$ cat src/rtl/led_scan_pkg.sv
package led_scan_pkg;

  // Sequencer phases of one row-load
  typedef enum logic [1:0] {
    SCAN_SHIFT = 2'd0,
    SCAN_WAIT  = 2'd1,
    SCAN_BLANK = 2'd2,
    SCAN_LATCH = 2'd3
  } scan_state_e;

  // Bring a requested plane count into the legal range 1..max_planes
  function automatic int clamp_depth(input int req, input int max_planes);
    if (req < 1) return 1;
    if (req > max_planes) return max_planes;
    return req;
  endfunction

endpackage

$ cat src/rtl/scan_sequencer.sv
module scan_sequencer
  import led_scan_pkg::*;
#(
  parameter int COLS       = 64,
  parameter int ROWS       = 32,
  parameter int MAX_PLANES = 8,
  parameter int COL_W      = $clog2(COLS),
  parameter int ROW_W      = $clog2(ROWS),
  parameter int PL_W       = $clog2(MAX_PLANES),
  parameter int DEP_W      = $clog2(MAX_PLANES + 1)
) (
  input  logic              clk,
  input  logic              rst_n,
  input  logic [DEP_W-1:0]  depth_req_i,
  input  logic              disp_busy_i,
  output scan_state_e       state_o,
  output logic [1:0]        phase_o,
  output logic [COL_W-1:0]  col_o,
  output logic [ROW_W-1:0]  row_o,
  output logic [PL_W-1:0]   plane_o,
  output logic [DEP_W-1:0]  depth_o,
  output logic              load_disp_o,
  output logic [PL_W-1:0]   disp_plane_o,
  output logic [ROW_W-1:0]  pnl_row_o,
  output logic              pnl_lat_o
);

  scan_state_e      state_q;
  logic [1:0]       ph_q;
  logic [COL_W-1:0] col_q;
  logic [ROW_W-1:0] row_q;
  logic [PL_W-1:0]  plane_q;
  logic [DEP_W-1:0] depth_q;
  logic [ROW_W-1:0] pnl_row_q;
  logic             lat_q;

  logic             frame_start;
  logic             last_col;
  logic             last_plane;
  logic             last_row;
  logic [DEP_W-1:0] depth_clamped;

  always_comb begin
    depth_clamped = DEP_W'(clamp_depth(int'(depth_req_i), MAX_PLANES));
    frame_start   = (state_q == SCAN_SHIFT) && (ph_q == 2'd0) && (col_q == '0)
                    && (row_q == '0) && (plane_q == '0);
    last_col      = (col_q == COL_W'(COLS - 1));
    last_plane    = ((DEP_W'(plane_q) + DEP_W'(1)) == depth_q);
    last_row      = (row_q == ROW_W'(ROWS - 1));
  end

  always_ff @(posedge clk or negedge rst_n) begin
    if (!rst_n) begin
      state_q   <= SCAN_SHIFT;
      ph_q      <= 2'd0;
      col_q     <= '0;
      row_q     <= '0;
      plane_q   <= '0;
      depth_q   <= DEP_W'(MAX_PLANES);
      pnl_row_q <= '0;
      lat_q     <= 1'b0;
    end else begin
      // depth is taken once, in the first cycle of a frame
      if (frame_start) depth_q <= depth_clamped;
      unique case (state_q)
        SCAN_SHIFT: begin
          ph_q <= ph_q + 2'd1;
          if (ph_q == 2'd3) begin
            if (last_col) begin
              col_q   <= '0;
              state_q <= SCAN_WAIT;
            end else begin
              col_q <= col_q + COL_W'(1);
            end
          end
        end
        SCAN_WAIT: begin
          if (!disp_busy_i) begin
            state_q   <= SCAN_BLANK;
            pnl_row_q <= row_q;
          end
        end
        SCAN_BLANK: begin
          state_q <= SCAN_LATCH;
          lat_q   <= 1'b1;
        end
        SCAN_LATCH: begin
          lat_q   <= 1'b0;
          state_q <= SCAN_SHIFT;
          if (last_plane) begin
            plane_q <= '0;
            row_q   <= last_row ? '0 : row_q + ROW_W'(1);
          end else begin
            plane_q <= plane_q + PL_W'(1);
          end
        end
        default: state_q <= SCAN_SHIFT;
      endcase
    end
  end

  assign state_o      = state_q;
  assign phase_o      = ph_q;
  assign col_o        = col_q;
  assign row_o        = row_q;
  assign plane_o      = plane_q;
  assign depth_o      = depth_q;
  assign load_disp_o  = (state_q == SCAN_LATCH);
  assign disp_plane_o = plane_q;
  assign pnl_row_o    = pnl_row_q;
  assign pnl_lat_o    = lat_q;

endmodule

$ cat src/rtl/oe_weight_timer.sv
module oe_weight_timer #(
  parameter int OE_UNIT    = 2,
  parameter int MAX_PLANES = 8,
  parameter int PL_W       = $clog2(MAX_PLANES),
  parameter int TW         = $clog2(OE_UNIT * (2 ** (MAX_PLANES - 1)) + 1)
) (
  input  logic            clk,
  input  logic            rst_n,
  input  logic            load_i,
  input  logic [PL_W-1:0] plane_i,
  output logic            busy_o,
  output logic            oe_n_o
);

  logic [TW-1:0] cnt_q;
  logic          act_q;
  logic [TW-1:0] weight;

  always_comb weight = TW'(OE_UNIT) << plane_i;

  always_ff @(posedge clk or negedge rst_n) begin
    if (!rst_n) begin
      cnt_q <= '0;
      act_q <= 1'b0;
    end else if (load_i) begin
      act_q <= 1'b1;
      cnt_q <= weight - TW'(1);
    end else if (act_q) begin
      if (cnt_q == '0) act_q <= 1'b0;
      else             cnt_q <= cnt_q - TW'(1);
    end
  end

  assign busy_o = act_q;
  assign oe_n_o = ~act_q;

endmodule

$ cat src/rtl/pixel_fetch.sv
module pixel_fetch #(
  parameter int CH_W   = 8,
  parameter int COL_W  = 6,
  parameter int ROW_W  = 5,
  parameter int PL_W   = 3,
  parameter int DEP_W  = 4,
  parameter int ADDR_W = 1 + ROW_W + COL_W
) (
  input  logic              clk,
  input  logic              rst_n,
  input  logic              shifting_i,
  input  logic [1:0]        phase_i,
  input  logic [COL_W-1:0]  col_i,
  input  logic [ROW_W-1:0]  row_i,
  input  logic [PL_W-1:0]   plane_i,
  input  logic [DEP_W-1:0]  depth_i,
  output logic              fb_rd_en_o,
  output logic [ADDR_W-1:0] fb_rd_addr_o,
  input  logic [3*CH_W-1:0] fb_rd_data_i,
  output logic              pnl_clk_o,
  output logic [5:0]        pnl_rgb_o
);

  localparam int BIT_W = $clog2(CH_W);

  logic [BIT_W-1:0] bit_idx;
  logic [2:0]       pick;
  logic [2:0]       up_q;
  logic [5:0]       rgb_q;
  logic             clk_q;

  // plane p of depth D uses bit CH_W-D+p of each channel
  always_comb bit_idx = BIT_W'(CH_W - int'(depth_i) + int'(plane_i));

  generate
    for (genvar ch = 0; ch < 3; ch++) begin : g_chan
      logic [CH_W-1:0] chan;
      assign chan     = fb_rd_data_i[ch*CH_W +: CH_W];
      assign pick[ch] = chan[bit_idx];
    end
  endgenerate

  // phase 0 requests the upper half, phase 1 the lower half
  assign fb_rd_en_o   = shifting_i && !phase_i[1];
  assign fb_rd_addr_o = {phase_i[0], row_i, col_i};

  always_ff @(posedge clk or negedge rst_n) begin
    if (!rst_n) begin
      up_q  <= 3'b000;
      rgb_q <= 6'b000000;
      clk_q <= 1'b0;
    end else begin
      if (shifting_i && phase_i == 2'd1) up_q  <= pick;
      if (shifting_i && phase_i == 2'd2) rgb_q <= {up_q, pick};
      clk_q <= shifting_i && (phase_i == 2'd3);
    end
  end

  assign pnl_clk_o = clk_q;
  assign pnl_rgb_o = rgb_q;

endmodule

$ cat src/rtl/led_matrix_scan.sv
module led_matrix_scan
  import led_scan_pkg::*;
#(
  parameter int COLS       = 64,
  parameter int ROWS       = 32,
  parameter int MAX_PLANES = 8,
  parameter int CH_W       = 8,
  parameter int OE_UNIT    = 2
) (
  input  logic        clk,
  input  logic        rst_n,
  input  logic [3:0]  plane_cnt_i,
  output logic        fb_rd_en_o,
  output logic [11:0] fb_rd_addr_o,
  input  logic [23:0] fb_rd_data_i,
  output logic        pnl_clk_o,
  output logic        pnl_lat_o,
  output logic        pnl_oe_n_o,
  output logic [4:0]  pnl_row_o,
  output logic [5:0]  pnl_rgb_o
);

  localparam int COL_W  = $clog2(COLS);
  localparam int ROW_W  = $clog2(ROWS);
  localparam int PL_W   = $clog2(MAX_PLANES);
  localparam int DEP_W  = $clog2(MAX_PLANES + 1);
  localparam int ADDR_W = 1 + ROW_W + COL_W;
  localparam int TW     = $clog2(OE_UNIT * (2 ** (MAX_PLANES - 1)) + 1);

  scan_state_e      state;
  logic [1:0]       phase;
  logic [COL_W-1:0] col;
  logic [ROW_W-1:0] row;
  logic [PL_W-1:0]  plane;
  logic [DEP_W-1:0] depth;
  logic             load_disp;
  logic [PL_W-1:0]  disp_plane;
  logic             disp_busy;
  logic             shifting;

  assign shifting = (state == SCAN_SHIFT);

  scan_sequencer #(
    .COLS(COLS), .ROWS(ROWS), .MAX_PLANES(MAX_PLANES),
    .COL_W(COL_W), .ROW_W(ROW_W), .PL_W(PL_W), .DEP_W(DEP_W)
  ) u_seq (
    .clk         (clk),
    .rst_n       (rst_n),
    .depth_req_i (DEP_W'(plane_cnt_i)),
    .disp_busy_i (disp_busy),
    .state_o     (state),
    .phase_o     (phase),
    .col_o       (col),
    .row_o       (row),
    .plane_o     (plane),
    .depth_o     (depth),
    .load_disp_o (load_disp),
    .disp_plane_o(disp_plane),
    .pnl_row_o   (pnl_row_o),
    .pnl_lat_o   (pnl_lat_o)
  );

  oe_weight_timer #(
    .OE_UNIT(OE_UNIT), .MAX_PLANES(MAX_PLANES), .PL_W(PL_W), .TW(TW)
  ) u_oe (
    .clk    (clk),
    .rst_n  (rst_n),
    .load_i (load_disp),
    .plane_i(disp_plane),
    .busy_o (disp_busy),
    .oe_n_o (pnl_oe_n_o)
  );

  pixel_fetch #(
    .CH_W(CH_W), .COL_W(COL_W), .ROW_W(ROW_W), .PL_W(PL_W),
    .DEP_W(DEP_W), .ADDR_W(ADDR_W)
  ) u_fetch (
    .clk         (clk),
    .rst_n       (rst_n),
    .shifting_i  (shifting),
    .phase_i     (phase),
    .col_i       (col),
    .row_i       (row),
    .plane_i     (plane),
    .depth_i     (depth),
    .fb_rd_en_o  (fb_rd_en_o),
    .fb_rd_addr_o(fb_rd_addr_o),
    .fb_rd_data_i(fb_rd_data_i),
    .pnl_clk_o   (pnl_clk_o),
    .pnl_rgb_o   (pnl_rgb_o)
  );

endmodule

$ cat config.mk
export PLATFORM = sky130hd
export DESIGN_NAME = led_matrix_scan
export DESIGN_NICKNAME = d
export VERILOG_FILES = /design/src/rtl/led_scan_pkg.sv /design/src/rtl/scan_sequencer.sv /design/src/rtl/oe_weight_timer.sv /design/src/rtl/pixel_fetch.sv /design/src/rtl/led_matrix_scan.sv
export SDC_FILE = /design/constraint.sdc
export NUM_CORES = 1
export LEC_CHECK = 0
export ABC_AREA = 1
export CORE_MARGIN = 10
export CORE_UTILIZATION = 45
export CTS_BUF_LIST = sky130_fd_sc_hd__clkbuf_8
export DETAILED_ROUTE_END_ITERATION = 8
export PLACE_DENSITY = 0.82
export SLEW_MARGIN = 20
export SYNTH_ARGS = -nofsm -noshare
export SYNTH_HDL_FRONTEND = slang
export SYNTH_SLANG_ARGS = --single-unit
$ cat constraint.sdc
create_clock -name clk -period 5.9 [get_ports clk]
set_input_delay 1.77 -clock clk [delete_from_list [all_inputs] [get_ports clk]]
set_output_delay 1.77 -clock clk [all_outputs]
set_load 0.01 [all_outputs]
* Word-level counts from Yosys, hierarchy flattened
Cells that the tools add are included.
** Operators by class
- Add/sub/neg operators :: 9
- Magnitude comparators :: 3
- Eq/ne operators :: 13
- Shift operators :: 1
- Multiplexer cells :: 27
- Bitwise logic cells :: 1
- Reduce and logical (&&, ||, !) cells :: 22
** Operator list (number)
- 2-to-1 mux 9 bit :: 3
- subtractor 9 x 1 -> 9 bit, second input constant :: 2
- 2-to-1 mux 4 bit :: 3
- 2-to-1 mux 1 bit :: 10
- binary-select mux 1 bit (select 3 bit) :: 3
- logical NOT 9 bit :: 1
- left shift 2 x 3 -> 9 bit, first input constant :: 1
- == test 2 bit, second input constant :: 4
- logical AND 1 bit :: 8
- != test 2 bit, second input constant :: 4
- case mux 2 bit (4 select lines) :: 1
- AND reduction 2 bit :: 4
- adder 6 x 1 -> 6 bit, second input constant :: 1
- == test 6 bit, second input constant :: 1
- logical NOT 6 bit :: 1
- 2-to-1 mux 2 bit :: 3
- 2-to-1 mux 6 bit :: 1
- adder 5 x 1 -> 5 bit, second input constant :: 1
- == test 5 bit, second input constant :: 1
- logical NOT 5 bit :: 1
- 2-to-1 mux 5 bit :: 1
- adder 3 x 1 -> 4 bit, second input constant :: 1
- == test 2 x 1 -> 1 bit, second input constant :: 2
- == test 4 bit :: 1
- 15 further kinds :: 17
** Storage, ports and cells
- Bits in registers :: 48
- Input bits :: 30
- Output and inout bits :: 27

* Depth between registers and ports, before layout
Gate-level depths: netlist of the first run.
- Depth after elaboration :: 5
- Gate-level depth with buffers :: 13

* Modules after synthesis
Synthesis of the first run repeated with hierarchy kept, for this count alone.
** Unflattened totals
- Cells, all modules :: 450
- Area total of the unflattened synthesis :: 3190.6 um2
** Modules (own cells, without submodules)
- scan_sequencer :: times used 1, cells an instance 204, area an instance 1619.1 um2, sequential area each 701.9 um2
- pixel_fetch :: times used 1, cells an instance 128, area an instance 803.3 um2, sequential area each 250.2 um2
- oe_weight_timer :: times used 1, cells an instance 117, area an instance 764.5 um2, sequential area each 250.2 um2
- led_matrix_scan :: times used 1, cells an instance 1, area an instance 3.8 um2, sequential area each 0.0 um2

* Worst setup path after synthesis of the first run
OpenSTA, ideal clock, no wires.
- Path type :: reg-to-output
- From :: reg u_seq.state_q[0], in the netlist u_seq.state_o[0]
- To :: out fb_rd_en_o
- Arrival time :: 988 ps
- Data required time :: 4130 ps
- Setup slack :: 3142 ps
- Cell stages (with the launch flop) :: 6
- Buffers on the path :: 1
- Cells stage by stage :: dfrtp_1 > inv_1 > ha_1 > buf_4 > inv_1 > nor2_1
** Between the ends
- Cells in the longest elaborated chain, start to end :: 2
** RTL lines
- from (decl) :: RTL line scan_sequencer.sv:28 : scan_state_e state_q;
- from (signal assigned) :: RTL line scan_sequencer.sv:54 : state_q <= SCAN_SHIFT;
- from (signal assigned) :: RTL line scan_sequencer.sv:71 : state_q <= SCAN_WAIT;
- from (signal assigned) :: RTL line scan_sequencer.sv:79 : state_q <= SCAN_BLANK;
- logical NOT 2 bit :: RTL line led_matrix_scan.sv:41 : assign shifting = (state == SCAN_SHIFT);
- logical AND 1 bit :: RTL line pixel_fetch.sv:44 : assign fb_rd_en_o = shifting_i && !phase_i[1];
- to (decl) :: RTL line led_matrix_scan.sv:13 : output logic fb_rd_en_o,
No other way between the ends.

* Final worst setup path of the first run
Same ends and word-level chain as after synthesis.

==> results.cfg, run 1 <==
[cells_and_area]
layout.nets = 502
drive_above_1_share_pct = 8.91
area_delta_synth_final_pct = 23.9
antenna_cells = 0

[synth]
yosys_warnings = 0
synth_commonest_cells = 120 x nand2_1, 47 x dfrtp_1, 43 x inv_1
synth.most_common_cell = nand2_1
syn_avg_cell_area_sq_um = 7.70
ys_seq_area_share_pct = 39.8
ys_ff_latch = 48
synth_top_area_cell = dfrtp_1
ys.flop_type = dfrtp_1
ys_types = 37
netlist_instances = 392
async_flop_share_pct = 100
netlist.area_leader.share_pct = 39.0
synth_edf_count = 0
synthTopCellsByArea = dfrtp_1 39%, nand2_1 15%, ha_1 9.5%
synth_nets = 446
syn_area_sq_um = 3020

[sta]
max_slew_margin_pct = 59.4
slew_violations = 0
setup_viol = 0
fin_tns_setup_ns = 0
rsz0062_at_grt = no
min_period_ns = 3.76
fin_skew_ns = 0.00675
max_freq_mhz = 266
fin_crit_sh_pct = 63.8
tightestPinTransition_ns = 0.608
hold_violations = 0

[die]
dieArea_sq_um = 10400
core_sq_um = 6420
rows = 29
die-height_um = 102
initial_utilization_pct = 47.0
ios = 57
die_w_um = 102

[route]
drtIter0Drc = 103
routedWlPerCell_um = 13.4
detail_route.first_pass.iterations = 4
vias = 2662
wl_mm = 7.07
vias_per_cell = 5.06
ant_nets = 0
drc = 0

[global_route]
antenna_found_initial = 0
grt_overflow = 0
grt_max_degree = 49
first_global_vias = 2627
grt_usage_pct = 14.3
grt_pass1_wl_mm = 12.1

[pwr]
p_leak_nw = 1.88
ir_drop_mv = 0.125
p_per_area_nw_per_um2 = 186
finalPower_mw = 0.696

[run]
drv_cap = 0

[cts]
postCtsHoldBufs = 0
clock_path_buffers = 2
clkTransAtPathRegs_ns = 0.09
cts-buffers-inserted = 5
h-tree-depth = 2
ctsResizeCount = 0
cts_tree = done
cts-root-buf = clkbuf_8
cts.sinks = 48
postCtsSetupRepairBufs = 0
clk_latency_ns = 0.31

[critical_path]
end_kind = output pin
required_ns = 4.13
crit_type = reg -> out
cp-start-kind = flip-flop
crit_fanout = 10
crit_arrival_ns = 1.99

[placement]
dp_hpwl_mm = 5.49
port_buffers = 56
place.gp.congestion = 0.880

[status]
status = finished clean

[worst_hold_path]
hold_class = reg -> reg
==> worst max-delay path, stage by stage (launching register included) <==
cell and delay, ns:
dfrtp_1 0.43, inv_1 0.14, ha_1 0.40, inv_1 0.07
nor2_1 0.10, clkdlybuf4s50_1 0.54
==> state kept, by name, summed over array words and instances (netlist names) <==
register            count
u_fetch.pnl_clk_o       1
u_fetch.pnl_rgb_o       6
u_fetch.up_q            3
u_oe.busy_o             1
u_oe.cnt_q              9
u_seq.col_o             6
u_seq.depth_o           4
u_seq.disp_plane_o      3
u_seq.phase_o           2
u_seq.pnl_lat_o         1
u_seq.pnl_row_o         5
u_seq.row_o             5
u_seq.state_o           2
==> area by class of cell <==
type	count	area (sq um)
clock buffer	6	82.6
clock inverter	2	38.8
multi-input combinational	287	1570
fill	568	2680
sequential	48	1200
inverter	50	189
tap	77	96.3
timing repair buffer	56	558
==> power breakdown <==
group	leakage, nW	switching [mW]	internal (mW)
Clock	0.0614	0.118	0.139
Sequential	0.632	0.00819	0.343
Combinational	1.19	0.0417	0.0465
Total	1.88	0.168	0.528
==> routing by layer <==
layer | wire length, um | GRT usage (%) | up-vias
li1 | - | - | 1337
met1 | 3130 | 17.5 | 1252
met2 | 3300 | 23.1 | 64
met3 | 544 | 4.93 | 9
met4 | 95 | 4.45 | 0
met5 | 0 | 0 | -
==> kinds of logic (layout without fill, tap and decap cells) <==
kind of cell               Yosys count  after routing  synth area share, %
buffers and inverters               57            114                 8.04
DFF                                 48             48                 39.8
AOI/OAI and AO/OA                   46             46                 8.29
adders and majority gates           24             24                 10.2
xor gates and xnor gates            10             10                 2.90
and+or+nand+nor                    207            207                 30.8
==> path summary, 6_finish.rpt <==
| kind | start | to | slack (ns) | depth (start not counted) |
|---|---|---|---|---|
| max | u_seq.state_o[0] | fb_rd_en_o | 2.14 | 5 |
| min | u_fetch.up_q[2] | u_fetch.pnl_rgb_o[5] | 0.49 | 2 |
| max reg2reg | u_seq.state_o[0] | u_oe.cnt_q[4] | 3.60 | 11 |
| min reg2reg | u_fetch.up_q[2] | u_fetch.pnl_rgb_o[5] | 0.49 | 2 |
| max in group asynchronous | rst_n | u_seq.pnl_row_o[0] | 4.03 | 1 |
| min in group asynchronous | rst_n | u_seq.disp_plane_o[1] | 1.46 | 1 |
==> metrics by stage <==
step	setup slack, ns	hold slack [ns]	utilization [%]	instances	instance area, sq um
final	2.14	0.492	58.3	526	3740
after global routing	1.96	0.503	58.3	526	3740
after CTS	2.10	0.494	58.2	526	3740
after detailed placement	2.47	0.474	56.3	518	3620
after global placement	2.54	0.462	56.3	518	3620
after floorplan	3.14	0.442	-	392	3020
==> cells in the final DEF, fill, tap and decap left out, types with 7 or more instances in the layout <==
master	instances
nand2_1	120
xor2_1	7
nand3_1	22
nor2_1	34
nand2_2	9
o21ai_0	29
dfrtp_1	47
ha_1	23
inv_1	43
clkdlybuf4s50_1	55
Note: power is estimated with default switching activity, not from simulation.
==> run 2: changes to the inputs <==
==> constraint.sdc (replaced) <==
create_clock -name clk -period 3.75 [get_ports clk]
set_input_delay 1.125 -clock clk [delete_from_list [all_inputs] [get_ports clk]]
set_output_delay 1.125 -clock clk [all_outputs]
set_load 0.01 [all_outputs]
==> run 2 against run 1 <==
Compared with the run above:
- combinational power is 60% higher
- first-iteration DRC count rose by 13%
- flip-flop and latch count is the same
- critical path depth stayed put
- worst setup slack worse by 1.5 ns
- count of clock-buffer cells in the layout did not move
- total power is 47% higher
- critical endpoint unchanged
- non-clock buffer count unchanged
- register-to-register slack worse by 2.2 ns
- via count down 0.34%
- die area unchanged
- sequential power is 57% higher
==> results.cfg, run 2 (synthesized netlist as in run 1, its figures left out) <==
[sta]
max_freq_mhz = 324
fin_tns_setup_ns = 0
tightestPinTransition_ns = 0.601
fin_skew_ns = 0.0136
rsz0062_at_grt = no
setup_viol = 0
hold_ws_ns = 0.476
fin_crit_sh_pct = 82.3
slew_violations = 0
max_slew_margin_pct = 59.9
min_period_ns = 3.09
hold_violations = 0

[die]
ios = 57
die_w_um = 102
dieArea_sq_um = 10400
rows = 29
die-height_um = 102
initial_utilization_pct = 47.0
core_sq_um = 6420

[critical_path]
reg2reg_depth = 11
cp_slowest_stage_delay_ns = 0.54
cp.depth = 5
crit_fanout = 10
crit_top_cell = inv_1
crit_path_top_delay_cell = clkdlybuf4s50_1
cp-start-kind = flip-flop
crit_type = reg -> out
required_ns = 2.62
end_kind = output pin
crit_family = buffers and inverters
crit_arrival_ns = 1.96
critical_path_buf_inv_count = 3
crit_chain = inv_1 -> ha_1 -> inv_1 -> nor2_1 -> clkdlybuf4s50_1

[cts]
cts-buffers-inserted = 5
postCtsHoldBufs = 0
clk_latency_ns = 0.31
cts.sinks = 48
h-tree-depth = 2
postCtsSetupRepairBufs = 0
ctsResizeCount = 0
cts_tree = done
clkTransAtPathRegs_ns = 0.10
clock_path_buffers = 2
cts-root-buf = clkbuf_8

[route]
drc = 0
wl_mm = 7.12
vias = 2653
vias_per_cell = 5.04
routedWlPerCell_um = 13.5
drtIter0Drc = 116
ant_nets = 0
detail_route.first_pass.iterations = 4

[global_route]
grt_overflow = 0
grt_pass1_wl_mm = 11.8
grt_max_degree = 49
antenna_found_initial = 0
first_global_vias = 2617
grt_usage_pct = 13.7

[cells_and_area]
fillers = 562
mostFrequentLayoutCell = nand2_1
drive_above_1_share_pct = 8.69
layout.nets = 502
regArea_sq_um = 1200
multi_input_area_sq_um = 1570
largest_register_ffs = 9
area_delta_synth_final_pct = 23.0
antenna_cells = 0
largest-register = u_oe.cnt_q
layout_common_cells = 120 x nand2_1, 55 x clkdlybuf4s50_1, 47 x dfrtp_1, 44 x inv_1, 34 x nor2_1

[pwr]
power.internal_mw = 0.761
power_switching_mw = 0.261
comb_power_share_pct = 13.8
p_per_area_nw_per_um2 = 275
p_sw_share_pct = 25.5
finalPower_mw = 1.02
ir_drop_mv = 0.210
pwr-share-seq_pct = 54.0
p_clk_share_pct = 32.2
p_leak_nw = 1.87

[placement]
place.gp.congestion = 0.883
port_buffers = 56
dp_hpwl_mm = 5.43

[worst_hold_path]
hold_class = reg -> reg
hold_path_depth = 2

[run]
drv_cap = 0

[status]
status = finished clean
[run 2: cell count changes in the layout (fill, tap and decap cells not counted)]
cell,change
bufinv_16,-1
inv_1,+1
[run 2: power groups by stage]
stage,Sequential [mW],Clock [mW],Combinational (mW)
2_1_floorplan,0.566,0,0.0556
3_5_place_dp,0.562,0,0.142
5_1_grt,0.554,0.353,0.157
4_1_cts,0.552,0.337,0.143
3_3_place_gp,0.561,0,0.139
6_report,0.552,0.329,0.141
[run 2: final timing paths]
check,start,endpoint,slack (ns)
hold / removal,u_fetch.up_q[2],u_fetch.pnl_rgb_o[5],0.48
min in group asynchronous,rst_n,u_oe.cnt_q[7],0.81
max in group asynchronous,rst_n,u_fetch.up_q[1],2.52
hold reg to reg,u_fetch.up_q[2],u_fetch.pnl_rgb_o[5],0.48
setup / recovery,u_seq.state_o[1],fb_rd_en_o,0.66
setup reg to reg,u_seq.state_o[0],u_oe.cnt_q[4],1.42
[run 2: worst register-to-register path, stage by stage, from the launching register on]
cell and delay [ns]:
dfrtp_1 0.41, ha_1 0.55, inv_2 0.26, nand2_4 0.13, nand2_1 0.06, inv_1 0.06
ha_1 0.18, nand3_1 0.14, nor2_2 0.15, nor2_1 0.06, o21ai_1 0.13, o21ai_0 0.09
[run 2: stage by stage]
step / area, sq um / util (%) / setup WS, ns / instances
2_1_floorplan: 3020 / - / 1.64 / 392
3_3_place_gp: 3620 / 56.3 / 1.03 / 518
3_5_place_dp: 3620 / 56.3 / 0.963 / 518
4_1_cts: 3710 / 57.8 / 0.629 / 526
5_1_grt: 3710 / 57.8 / 0.468 / 526
6_report: 3710 / 57.8 / 0.662 / 526
[run 2: area by class of cell]
type / count / area share, %
flip-flops and latches: 48 / 32.4
well taps: 77 / 2.59
multi-input cells: 287 / 42.4
repair buffers: 56 / 15.0
clock inverters: 2 / 0.337
inverters: 50 / 5.09
clock buffers: 6 / 2.22
[run 2: per-layer routing]
layer  track usage [%]  up-vias  wire length [um]  share of wire [%]
li1                  -     1342                 -                  -
met1              16.9     1239              3260                 46
met2              22.1       60              3230                 45
met3              4.72       12               523                7.3
met4              4.56        0               110                1.5
met5                 0        -                 0                  0
